===== config.mk =====
export PLATFORM = sky130hd
export DESIGN_NAME = seg_mux_display
export DESIGN_NICKNAME = d
export VERILOG_FILES = /design/src/rtl/seg_mux_pkg.sv /design/src/rtl/seg_refresh_ctr.sv /design/src/rtl/seg_slot_decode.sv /design/src/rtl/seg_hex_decode.sv /design/src/rtl/seg_mux_display.sv
export SDC_FILE = /design/constraint.sdc
export NUM_CORES = 1
export LEC_CHECK = 0
export ABC_AREA = 1
export CORE_ASPECT_RATIO = 0.5
export CORE_MARGIN = 2
export CORE_UTILIZATION = 45
export DETAILED_ROUTE_END_ITERATION = 10
export PLACE_DENSITY = 0.72
export SYNTH_ARGS = -nofsm -noshare
export SYNTH_HDL_FRONTEND = slang
export SYNTH_SLANG_ARGS = --single-unit

===== constraint.sdc =====
create_clock -name clk -period 4.74 [get_ports clk]
set_clock_uncertainty 0.2 [all_clocks]
set_input_delay 0.474 -clock clk [delete_from_list [all_inputs] [get_ports clk]]
set_output_delay 0.474 -clock clk [all_outputs]
set_load 0.05 [all_outputs]

===== src/rtl/seg_mux_pkg.sv =====
package seg_mux_pkg;
  localparam int unsigned NIB_W = 4;
  localparam int unsigned SEG_W = 7;

  // Active-high glyph, bit 0 = segment a ... bit 6 = segment g
  function automatic logic [SEG_W-1:0] hex_glyph(input logic [NIB_W-1:0] v);
    logic [SEG_W-1:0] g;
    case (v)
      4'h0: g = 7'h3F;
      4'h1: g = 7'h06;
      4'h2: g = 7'h5B;
      4'h3: g = 7'h4F;
      4'h4: g = 7'h66;
      4'h5: g = 7'h6D;
      4'h6: g = 7'h7D;
      4'h7: g = 7'h07;
      4'h8: g = 7'h7F;
      4'h9: g = 7'h6F;
      4'hA: g = 7'h77;
      4'hB: g = 7'h7C;
      4'hC: g = 7'h39;
      4'hD: g = 7'h5E;
      4'hE: g = 7'h79;
      default: g = 7'h71;
    endcase
    return g;
  endfunction
endpackage


===== src/rtl/seg_refresh_ctr.sv =====
module seg_refresh_ctr #(
  parameter int unsigned CNT_W = 18
) (
  input  logic             clk,
  input  logic             rst,
  output logic [CNT_W-1:0] cnt_o
);
  logic [CNT_W-1:0] cnt_q;

  always_ff @(posedge clk) begin
    if (rst) cnt_q <= '0;
    else     cnt_q <= cnt_q + 1'b1;
  end

  assign cnt_o = cnt_q;

  AST_CNT_CLEAR: assert property (@(posedge clk) rst |=> (cnt_q == '0));
  AST_CNT_STEP: assert property (@(posedge clk) disable iff (rst)
    !$past(rst) |-> (cnt_q == CNT_W'($past(cnt_q) + 1'b1)));
endmodule


===== src/rtl/seg_slot_decode.sv =====
module seg_slot_decode #(
  parameter int unsigned NUM_DIG = 4,
  localparam int unsigned SEL_W = $clog2(NUM_DIG)
) (
  input  logic [SEL_W-1:0]   sel_i,
  output logic [NUM_DIG-1:0] onehot_o
);
  for (genvar g = 0; g < NUM_DIG; g++) begin : g_dec
    assign onehot_o[g] = (sel_i == SEL_W'(g));
  end
endmodule


===== src/rtl/seg_hex_decode.sv =====
module seg_hex_decode
  import seg_mux_pkg::*;
(
  input  logic [NIB_W-1:0] nib_i,
  output logic [SEG_W-1:0] seg_n_o
);
  assign seg_n_o = ~hex_glyph(nib_i);
endmodule


===== src/rtl/seg_mux_display.sv =====
module seg_mux_display
  import seg_mux_pkg::*;
#(
  parameter int unsigned CNT_W   = 18,
  parameter int unsigned NUM_DIG = 4,
  localparam int unsigned SEL_W  = $clog2(NUM_DIG)
) (
  input  logic                     clk,
  input  logic                     rst,
  input  logic [NUM_DIG*NIB_W-1:0] digits,
  input  logic [NUM_DIG-1:0]       blank,
  output logic [NUM_DIG-1:0]       an_n,
  output logic [SEG_W-1:0]         seg_n
);
  logic [CNT_W-1:0]   cnt;
  logic [SEL_W-1:0]   sel;
  logic [NUM_DIG-1:0] slot_hot;
  logic [NIB_W-1:0]   nib_arr [NUM_DIG];
  logic [NIB_W-1:0]   cur_nib;
  logic [SEG_W-1:0]   seg_w;
  logic [NUM_DIG-1:0] an_q;
  logic [SEG_W-1:0]   seg_q;

  seg_refresh_ctr #(.CNT_W(CNT_W)) u_ctr (
    .clk(clk), .rst(rst), .cnt_o(cnt)
  );

  assign sel = cnt[CNT_W-1 -: SEL_W];

  seg_slot_decode #(.NUM_DIG(NUM_DIG)) u_slot (
    .sel_i(sel), .onehot_o(slot_hot)
  );

  for (genvar g = 0; g < NUM_DIG; g++) begin : g_nib
    assign nib_arr[g] = digits[g*NIB_W +: NIB_W];
  end

  assign cur_nib = nib_arr[sel];

  seg_hex_decode u_hex (
    .nib_i(cur_nib), .seg_n_o(seg_w)
  );

  // Anode and segments share one register stage
  always_ff @(posedge clk) begin
    if (rst || blank[sel]) begin
      an_q  <= '1;
      seg_q <= '1;
    end else begin
      an_q  <= ~slot_hot;
      seg_q <= seg_w;
    end
  end

  assign an_n  = an_q;
  assign seg_n = seg_q;

  AST_ONE_ANODE: assert property (@(posedge clk) disable iff (rst)
    $countones(~an_n) <= 1);
  AST_DARK_TOGETHER: assert property (@(posedge clk) disable iff (rst)
    (&an_n) |-> (&seg_n));
  AST_SLOT_FOLLOWS: assert property (@(posedge clk) disable iff (rst)
    (!$past(rst) && !(&an_n)) |-> (an_n == ~(NUM_DIG'(1) << $past(sel))));
  AST_RESET_DARK: assert property (@(posedge clk)
    rst |=> ((&an_n) && (&seg_n)));
endmodule


; ---- After elaboration in Yosys (flattened, before gate mapping)
; Memory sizes are Yosys's and may differ from the RTL's.
; Index checks and enable logic that the tools add are counted.
[totals]
ff_bits = 29
rom_bits = 112
inputBits = 22
output_inout_bits = 11
word_cells = 20
n_memories = 1
[classes]
addsub = 1
order_cmp = 2
eq_ne = 3
muxes = 5
bitwise = 3
n_reduce_logical = 2
[mem_list]
columns = memory, words, word_bits, rd, rd_ports_with_merged_regs, wr, line
row1 = (no name shown), 16, 7, 1, 0, 0, seg_mux_pkg.sv:8  ; case (v)
[op_table]
columns = cell, n
row1 = $add A18 B1 Y18 const B, 1
row2 = $bmux W4 S2, 1
row3 = $mux W4, 2
row4 = $not A7 Y7, 1
row5 = $eq A2 B2 Y1 const B, 2
row6 = $not A4 Y4, 1
row7 = $ge A3 B3 Y1 const B, 1
row8 = $lt A2 B3 Y1 const B, 1
row9 = $not A2 Y3, 1
row10 = $bmux W1 S2, 1
row11 = $eq A2 B1 Y1 const B, 1
row12 = $logic_not A2 Y1, 1
row13 = $logic_or A1 B1 Y1, 1
row14 = $mux W1, 1

; ---- Longest topological paths before layout
; Gate-level depths: netlist of run 1.
; An unclocked memory read counts as a cell.
[depth]
ltp_word = 6
depth_mapped = 12
ltp_nobuf = 12

; ---- Modules after synthesis
; A second synthesis of run 1 with hierarchy kept.
[unflattened]
hier_cells = 241
area_unflattened_um2 = 1711.6
[by_module_without_submodules]
columns = mod, instances, cells_each, area_each_um2, seq_area_each_um2
row1 = seg_refresh_ctr, 1, 120, 868.3, 360.3
row2 = seg_mux_display, 1, 66, 555.5, 220.2
row3 = seg_hex_decode, 1, 48, 261.5, 0.0
row4 = seg_slot_decode, 1, 7, 26.3, 0.0

; ---- Worst setup path before layout of run 1
; Ideal clock, no wire load.
[synth_path]
path_type = register to register
startpoint = register u_ctr.cnt_q[16], in the netlist u_ctr.cnt_o[16]
endpoint = register seg_q[5], in the netlist seg_n[5]
setup_ns = 0.116
t_arrival_ns = 1.450
path_slack_ns = 2.974
stages_incl_launch_ff = 12
synth_period_minus_slack_ns = 1.766
cell_sequence = dfxtp_1 > buf_6 > nor2_2 > nand2_1 > nand2_1 > nor2_1 > inv_1 > ha_1 > nand2_1 > o21ai_0 > nand2_1 > nand2_1
[synth_between]
elab_chain_cells = 6
[synth_rtl]
columns = element, line
row1 = from (decl), seg_refresh_ctr.sv:8  ; logic [CNT_W-1:0] cnt_q;
row2 = from (signal assigned), seg_refresh_ctr.sv:12  ; else cnt_q <= cnt_q + 1'b1;
row3 = $not A2 Y3 (not written as such), seg_mux_display.sv:38  ; assign cur_nib = nib_arr[sel];
row4 = $bmux W4 S2, seg_mux_display.sv:38
row5 = $mux W4 (not written as such) (2 in series), seg_mux_display.sv:38
row6 = $mem_v2 Z16 W7, --
row7 = $not A7 Y7, seg_hex_decode.sv:7  ; assign seg_n_o = ~hex_glyph(nib_i);
row8 = to (signal assigned), seg_mux_display.sv:51  ; seg_q <= seg_w;
row9 = to (decl), seg_mux_display.sv:22  ; logic [SEG_W-1:0] seg_q;
; Parallel ways exist; a longest one is shown, timed or not. The select of a mux whose other input is x is not followed.
; A chain may end at the register's enable or synchronous reset.

; ---- Worst setup path in the final report of run 1
[layout_path]
startpoint = register u_ctr.cnt_q[16], in the netlist u_ctr.cnt_o[16]
endpoint = register seg_q[3], in the netlist seg_n[3]
; Same word-level chain as after synthesis.

==> results of run 1 <==
==> kinds of logic after synthesis <==
group           count (synthesis)
flops                          29
fa+ha+maj                       7
simple gates                  157
compound gates                 17
xor+xnor                        3
buf+inv                        29
==> worst min path at each step <==
| stage | startpoint | slack, ns | to |
|---|---|---|---|
| detailed placement | u_ctr.cnt_o[0]$_SDFF_PP0_ | 0.24 | u_ctr.cnt_o[0]$_SDFF_PP0_ |
| global placement | u_ctr.cnt_o[0]$_SDFF_PP0_ | 0.24 | u_ctr.cnt_o[0]$_SDFF_PP0_ |
| CTS | u_ctr.cnt_o[0]$_SDFF_PP0_ | 0.26 | u_ctr.cnt_o[0]$_SDFF_PP0_ |
| floorplan | u_ctr.cnt_o[0]$_SDFF_PP0_ | 0.22 | u_ctr.cnt_o[0]$_SDFF_PP0_ |
| finish | u_ctr.cnt_o[0]$_SDFF_PP0_ | 0.25 | u_ctr.cnt_o[0]$_SDFF_PP0_ |
| global route | u_ctr.cnt_o[0]$_SDFF_PP0_ | 0.29 | u_ctr.cnt_o[0]$_SDFF_PP0_ |
==> critical path: stages, from the launching register on <==
cell and delay [ns]:
dfxtp_1 0.56, nor2_1 0.16, nand2_1 0.09, nand2_1 0.05, nor2_1 0.31, inv_1 0.15
ha_1 0.22, nand2_1 0.10, nand3_1 0.10, nand2_1 0.08, nand2_1 0.04
==> final cells by class <==
type / instances / area [sq um]
inverters: 27 / 101.3
repair buffers: 32 / 320.3
flip-flops and latches: 29 / 580.6
clock buffers: 6 / 82.58
clock inverters: 2 / 37.54
fillers: 320 / 1345
multi-input cells: 184 / 858.3
well taps: 42 / 52.55
==> synth_stat cells, drive strengths merged <==
cell type,number,area (sq um)
nand2,96,370.4
nor2,39,158.9
dfxtp,29,580.6
inv,27,101.4
nand3,17,90.09
a21oi,7,35.03
ha,7,87.58
o21ai,7,35.03
nand4,3,18.77
nor3,2,15.01
xor2,2,17.52
a211oi,1,7.510
a31oi,1,6.260
buf,1,11.26
clkbuf,1,3.750
o21bai,1,7.510
xnor2,1,8.760
==> power by group <==
part | leakage, uW | total, uW | internal, uW | switching [uW]
clock | 0.0000574 | 273 | 171 | 102
sequential | 0.000236 | 252 | 250 | 2.07
combinational | 0.000597 | 72.5 | 32.6 | 39.9
total | 0.000891 | 597 | 453 | 144
==> through the flow <==
step | power (uW) | instance area [sq um] | std cells | util (%)
after global routing | 621.2 | 2033 | 322 | 60.19
after floorplan | 299.3 | 1555 | 242 | -
after global placement | 329.1 | 1913 | 314 | 56.63
final | 597.3 | 2033 | 322 | 60.19
after CTS | 602.3 | 2033 | 322 | 60.19
after detailed placement | 329.8 | 1913 | 314 | 56.63
==> layer usage <==
metal  track usage (%)  vias up
li1                  -      821
met1             22.14      667
met2             27.48       28
met3             8.152        7
met4             6.462        0
met5                 0        -
==> sequential cells by signal (all words and copies together) (netlist names) <==
register / cells
u_ctr.cnt_o: 18
seg_n: 7
an_n: 4
==> key figures, run 1 <==
STA
  • Slew of the pin with the lowest slew margin: 0.5045 ns
  • Hold Fails Final Rpt: 0
  • Final worst slack: 2.552 ns
  • Post-Route Setup TNS: 0 ns
  • RSZ-0062 raised after global routing: false
  • Final setup fails: 0
  • Max frequency: 0.4570 GHz
  • Minimum clock period: 2.188 ns
  • Final period util: 46.17%
  • Pins over their slew limit: 0
  • Slew margin rel.: 66.26%
  • Hold_ws: 0.2488 ns

Clocking
  • Cts hold-fix bufs: 0
  • Max Buffers Root-to-Sink: 2
  • Number of buffers created by CTS: 5
  • Max H-tree Level: 2
  • Clock latency on the worst-skew pair: 0.29 ns
  • Post-cts sizing count: 0
  • Setup Fix Bufs, Post-CTS: 0
  • Reg clk slew, reported paths: 0.07 ns
  • Clk sink count: 29
  • Root buffer cell: clkbuf_8
  • CTS tree: done

Place
  • Final HPWL DP: 2433 um
  • Setup WS pre-CTS: 2.414 ns
  • Placer Congestion: 0.8415
  • Port Buffers: 32

GRT
  • Initial antenna violation count: 0
  • Largest net degree at the start of global routing: 14
  • GRT Resource Usage Total: 17.76%
  • Number of global-route vias before repair: 1231
  • First-pass GRT wire length: 5292 um
  • Grt ovf: 0

Floorplanning
  • Full die area: 3971 sq um
  • Row Count: 15
  • Die width: 87.14 um
  • Num ports: 33
  • Die Span Y: 45.57 um
  • Core area: 3378 sq um
  • Initial Util: 46.04%

Routing
  • Post-DR vias/cell: 4.730
  • DR pass1 iterations: 4
  • Routed wire length: 3243 um
  • Drt drc: 0
  • Routed length on met1: 1545 um
  • Met3 routed wirelength: 170 um
  • Iteration-0 DRC count of the detailed router: 49
  • Drt wl/cell: 10.07 um
  • WL met2: 1473 um
  • Via count: 1523
  • Antenna Violating Nets Remaining: 0
  • Top Layer Used: met4

Logic synthesis
  • Post-Synth Adder-Cell Area: 5.632%
  • Post-Syn Nets: 271
  • Number of distinct library cells after synthesis: 24
  • Post-Syn Area: 1555 sq um
  • Synthesis-stage register bit count: 29
  • Simple-Gate Fraction of Synth Area: 42.00%
  • Synth Warn #: 0
  • Largest family of logic cells by synthesized area: simple AND/OR/NAND/NOR gates
  • Sequential area share after synthesis: 37.33%
  • Synth Area in Compound Gates: 5.873%
  • Mux contribution to synthesized area: 0%
  • Mapped Cells: 242
  • XOR/XNOR share of the synthesized area: 1.689%
  • Avg Cell Area, Syn: 6.427 sq um

Power and ir drop
  • VDD IR-drop max: 0.0001688 V
  • P_leak: 0.0008908 uW
  • Power per cell area: 293.8 nW/um^2

Critical path
  • CP startpoint kind: register
  • CP arrival: 2.17 ns
  • R2R cell count: 10
  • R2r setup slk: 2.55 ns
  • Crit Path Max Fanout: 13
  • RR Endpoint: seg_n[3]$_SDFF_PP1_
  • Critical path endpoint: seg_n[3]$_SDFF_PP1_
  • R2r startpoint: u_ctr.cnt_o[16]$_SDFF_PP0_
  • Worst Setup Path Type: reg2reg
  • Critical Path Source: u_ctr.cnt_o[16]$_SDFF_PP0_
  • Critical path required time: 4.72 ns
  • Critical path endpoint category: register

Run status
  • Outcome: finished clean

Run
  • Max-cap violations: 0

Finish
  • Commonest non-fill, non-tap cell in the layout: nand2_1
  • Syn-to-layout area delta: 30.73%
  • # nets final: 308
  • Layout cells sized above 1: 6.429%
  • Number of diodes: 0
  • Commonest cells after routing, fill and taps aside: nand2_1 (94), nor2_1 (36), clkdlybuf4s50_1 (32)

Worst hold path
  • Worst hold path depth: 1
  • Hold Path Class: reg2reg
Power figures use the tool's default switching activity.
==> inputs of run 2 (changes only) <==
Settings changed: PLACE_DENSITY 0.72 to 0.75.
Clock period 4.74 ns to 1.9 ns, I/O delays scaled along.
==> run 2 against run 1 <==
Setup slack worse by 2.5 ns. Utilization up 4.1 points. Sequential power up 150%. Final area up 6.8%. Largest power group is now sequential cells.
==> key figures, run 2 (same netlist as run 1, synthesis figures left out) <==
Run status
  • Outcome: finished clean

Run
  • Max-cap violations: 0

Finish
  • Number of flip-flops in the largest register: 18
  • Fillers: 301
  • Final Non-Filler Cells: 340
  • Syn-to-layout area delta: 39.66%
  • Commonest cells after routing, fill and taps aside: nand2_1 (93), nor2_1 (36), clkdlybuf4s50_1 (32)
  • Number of diodes: 0
  • # nets final: 326
  • Commonest non-fill, non-tap cell in the layout: nand2_1
  • Layout cells sized above 1: 14.77%

STA
  • Max frequency: 0.5489 GHz
  • Pins over their slew limit: 0
  • Final setup fails: 0
  • Hold Fails Final Rpt: 0
  • Post-Route Setup TNS: 0 ns
  • Final worst slack: 0.07819 ns
  • Slew margin rel.: 66.84%
  • Slew of the pin with the lowest slew margin: 0.4959 ns
  • Minimum clock period: 1.822 ns
  • Final period util: 95.88%

Place
  • Final HPWL DP: 2733 um
  • Placer Congestion: 0.8770
  • Setup WS pre-CTS: 0.02529 ns
  • Placed cells: 332
  • Port Buffers: 32

Routing
  • Drt wl/cell: 10.93 um
  • Routed wire length: 3717 um
  • Via count: 1615
  • Drt drc: 0
  • Iteration-0 DRC count of the detailed router: 57
  • DR pass1 iterations: 4
  • Post-DR vias/cell: 4.750
  • Antenna Violating Nets Remaining: 0

Floorplanning
  • Num ports: 33
  • Row Count: 15
  • Initial Util: 46.04%
  • Core area: 3378 sq um
  • Die width: 87.14 um
  • Full die area: 3971 sq um
  • Die Span Y: 45.57 um

Clocking
  • Clk sink count: 29
  • Root buffer cell: clkbuf_8
  • Max H-tree Level: 2
  • Reg clk slew, reported paths: 0.07 ns
  • Cts hold-fix bufs: 0
  • Max Buffers Root-to-Sink: 2
  • CTS tree: done
  • Number of buffers created by CTS: 5
  • Clock latency on the worst-skew pair: 0.29 ns

Critical path
  • Crit Path Max Fanout: 6
  • CP arrival: 1.80 ns
  • Critical path required time: 1.88 ns
  • Critical path endpoint category: register
  • Worst Setup Path Type: reg2reg
  • CP startpoint kind: register

GRT
  • First-pass GRT wire length: 5858 um
  • Largest net degree at the start of global routing: 11
  • GRT Resource Usage Total: 19.36%
  • Number of global-route vias before repair: 1353
  • Initial antenna violation count: 0
  • Grt ovf: 0

Worst hold path
  • Hold Path Class: reg2reg

Power and ir drop
  • P_leak: 0.0009750 uW
  • Overall power: 1402 uW
  • Power per cell area: 645.6 nW/um^2
  • VDD IR-drop max: 0.0002712 V
run 2: cell types whose count changed in the layout (fill, tap and decap cells not counted), sizes merged:
cell,delta
clkinv,+1
clkbuf,+1
clkinvlp,-1
buf,+18
bufinv,-1
run 2: path summary, 6_finish.rpt:
kind | cells after the start | end | from | slack (ns)
setup / recovery | 12 | seg_n[3]$_SDFF_PP1_ | u_ctr.cnt_o[16]$_SDFF_PP0_ | 0.08
hold / removal | 1 | u_ctr.cnt_o[0]$_SDFF_PP0_ | u_ctr.cnt_o[0]$_SDFF_PP0_ | 0.27
setup reg to reg | 12 | seg_n[3]$_SDFF_PP1_ | u_ctr.cnt_o[16]$_SDFF_PP0_ | 0.08
hold reg to reg | 1 | u_ctr.cnt_o[0]$_SDFF_PP0_ | u_ctr.cnt_o[0]$_SDFF_PP0_ | 0.27
run 2: final cells by class:
type	count	area [sq um]	area share, %
multi-input cells	184	875.8	40.32
clock buffers	7	96.34	4.435
flip-flops and latches	29	585.6	26.96
well taps	42	52.55	2.419
inverters	27	101.3	4.666
repair buffers	50	455.4	20.97
clock inverters	1	5.005	0.2304
run 2: through the flow:
stage / util [%] / hold slack [ns] / area (sq um)
after CTS: 63.63 / 0.2666 / 2150
after floorplan: - / 0.2175 / 1555
final: 64.30 / 0.2658 / 2172
after global placement: 60.63 / 0.2302 / 2048
after detailed placement: 60.63 / 0.2568 / 2048
after global routing: 64.30 / 0.2848 / 2172
run 2: routing by layer:
metal	GRT usage, %	vias up	wire [um]
met5	0	-	0
met4	8.615	0	17
met3	5.072	4	165
met2	33.13	38	1811
met1	23.57	711	1723
li1	-	862	-
run 2: timing repair:
| action | in CTS | in global routing |
|---|---|---|
| setup buffers | 0 | 0 |
| hold endpoints to repair | 0 | 0 |
| resized for setup | 0 | 11 |
| endpoints found under the setup margin | 0 | 6 |
run 2: worst max-delay path, stage by stage, from the launching register on:
cell and delay [ns]:
dfxtp_4 0.36, buf_4 0.13, nor2_1 0.11, nand2_1 0.06, nand2_1 0.06, nor2_1 0.04, buf_4 0.15, ha_1 0.29
inv_1 0.04, nand2_1 0.07, nand3_1 0.08, nand2_1 0.07, nand2_1 0.04
run 2: power by group:
| group | internal (uW) | leakage [uW] | switching (uW) |
|---|---|---|---|
| combinational | 92.0 | 0.000683 | 106 |
| sequential | 621 | 0.000238 | 5.20 |
| clock | 327 | 0.0000542 | 250 |
==> inputs of run 3 (changes only) <==
Settings changed: RECOVER_POWER from default to 100.
==> run 3 against run 2 <==
Critical path depth is 11 lower. Global-route usage stayed put. Clock power is essentially flat. Routed wire length shrank 0.11%. Count of clock-buffer cells in the layout stayed put. Combinational power down 4%.
==> key figures, run 3 (same netlist as run 1, synthesis figures left out) <==
Floorplanning
  • Die Span Y: 45.57 um
  • Row Count: 15
  • Initial Util: 46.04%
  • Full die area: 3971 sq um
  • Num ports: 33
  • Die width: 87.14 um
  • Core area: 3378 sq um

STA
  • Final period util: 96.86%
  • Max frequency: 0.5434 GHz
  • Slew of the pin with the lowest slew margin: 0.5030 ns
  • Final worst slack: 0.05974 ns
  • Minimum clock period: 1.840 ns
  • Final setup fails: 0
  • Slew margin rel.: 66.35%
  • Pins over their slew limit: 0
  • Hold Fails Final Rpt: 0

Finish
  • Final Core Density: 63.74%
  • Syn-to-layout area delta: 38.46%
  • Finished Cell Area: 2153 sq um
  • Layout cells sized above 1: 13.42%
  • Number of flip-flops in the largest register: 18
  • # nets final: 326
  • Number of diodes: 0
  • Commonest non-fill, non-tap cell in the layout: nand2_1
  • Commonest cells after routing, fill and taps aside: nand2_1 (93), nor2_1 (37), dfxtp_1 (27)

Clocking
  • Clock latency on the worst-skew pair: 0.29 ns
  • Setup Fix Bufs, Post-CTS: 0
  • Reg clk slew, reported paths: 0.07 ns
  • Root buffer cell: clkbuf_8
  • CTS tree: done
  • Clk sink count: 29
  • Max H-tree Level: 2
  • Number of buffers created by CTS: 5
  • Max Buffers Root-to-Sink: 2

Routing
  • DR pass1 iterations: 4
  • Post-DR vias/cell: 4.750
  • Antenna Violating Nets Remaining: 0
  • Drt drc: 0
  • Via count: 1615
  • Routed wire length: 3713 um
  • Iteration-0 DRC count of the detailed router: 59
  • Drt wl/cell: 10.92 um

Power and ir drop
  • P_leak: 0.0009450 uW
  • Switching power: 360.0 uW
  • VDD IR-drop max: 0.0002711 V
  • Overall power: 1394 uW
  • Internal power: 1034 uW
  • Clock Power Share: 41.4%
  • Switching Share: 25.82%
  • Register share of total power: 44.9%
  • Power share of the combinational group: 13.7%
  • Power per cell area: 647.4 nW/um^2

Worst hold path
  • Hold Path Class: reg2reg

Critical path
  • Critical path endpoint category: output port
  • CP arrival: 1.45 ns
  • CP startpoint kind: register
  • CP delay by family, top: buffers and inverters
  • Largest stage delay, worst path: 0.86 ns
  • CP max stage cell: dlygate4sd3_1
  • Worst Setup Path Type: reg2out
  • CP bufs+invs: 1
  • Crit-path cells: dlygate4sd3_1
  • Critical path required time: 1.51 ns
  • Crit Path Max Fanout: 1

Run status
  • Outcome: finished clean

Place
  • Placer Congestion: 0.8770
  • Port Buffers: 32
  • Final HPWL DP: 2733 um
  • Dpl cell area: 2048 sq um
  • Setup WS pre-CTS: 0.02529 ns

GRT
  • Initial antenna violation count: 0
  • Grt ovf: 0
  • First-pass GRT wire length: 5858 um
  • GRT Resource Usage Total: 19.36%
  • Largest net degree at the start of global routing: 11
  • Number of global-route vias before repair: 1353

Run
  • Max-cap violations: 0
==> run 3: changes by cell type in the layout (fill, tap and decap cells not counted), sizes merged <==
cell	previous run	this run
buf	18	15
clkbuf	7	10
clkdlybuf4s50	32	22
dlygate4sd3	0	10
==> run 3: power by group through the flow <==
stage / Clock, uW / Combinational (uW) / Sequential (uW)
4_1_cts: 572 / 195 / 628
6_report: 577 / 191 / 626
3_5_place_dp: 0 / 193 / 642
3_3_place_gp: 0 / 191 / 642
5_1_grt: 601 / 210 / 627
2_1_floorplan: 0 / 70.5 / 676
==> run 3: routing by layer <==
metal / share of wire (%) / global-route usage [%]
met4: 0.43 / 8.615
met3: 4.6 / 5.072
met5: 0 / 0
met2: 49 / 33.13
met1: 46 / 23.57
==> run 3: cell type report <==
class,instances,area (sq um)
clock buffer,7,96.34
clock inverter,1,5.005
fill,301,1225
inverter,27,101.3
multi-input combinational,184,868.3
sequential,29,585.6
tap,42,52.55
timing repair buffer,50,444.2
==> run 3: final timing paths <==
| kind | start | to | depth (start not counted) | slack, ns |
|---|---|---|---|---|
| max | seg_n[4]$_SDFF_PP1_ | seg_n[4] | 1 | 0.06 |
| min | u_ctr.cnt_o[0]$_SDFF_PP0_ | u_ctr.cnt_o[0]$_SDFF_PP0_ | 1 | 0.26 |
| max reg2reg | u_ctr.cnt_o[16]$_SDFF_PP0_ | seg_n[3]$_SDFF_PP1_ | 12 | 0.08 |
| min reg2reg | u_ctr.cnt_o[0]$_SDFF_PP0_ | u_ctr.cnt_o[0]$_SDFF_PP0_ | 1 | 0.26 |
==> run 3: what timing repair did <==
item | 4_1_cts | 5_1_grt
hold buffers | 0 | 0
gates resized for setup | 0 | 11
endpoints found under the setup margin | 0 | 6
==> run 3: through the flow <==
| step | setup TNS, ns | instances | hold slack [ns] |
|---|---|---|---|
| floorplan | 0 | 242 | 0.2175 |
| global placement | 0 | 332 | 0.2302 |
| detailed placement | 0 | 332 | 0.2568 |
| CTS | 0 | 340 | 0.2666 |
| global route | -0.01943 | 340 | 0.2865 |
| finish | 0 | 340 | 0.2650 |
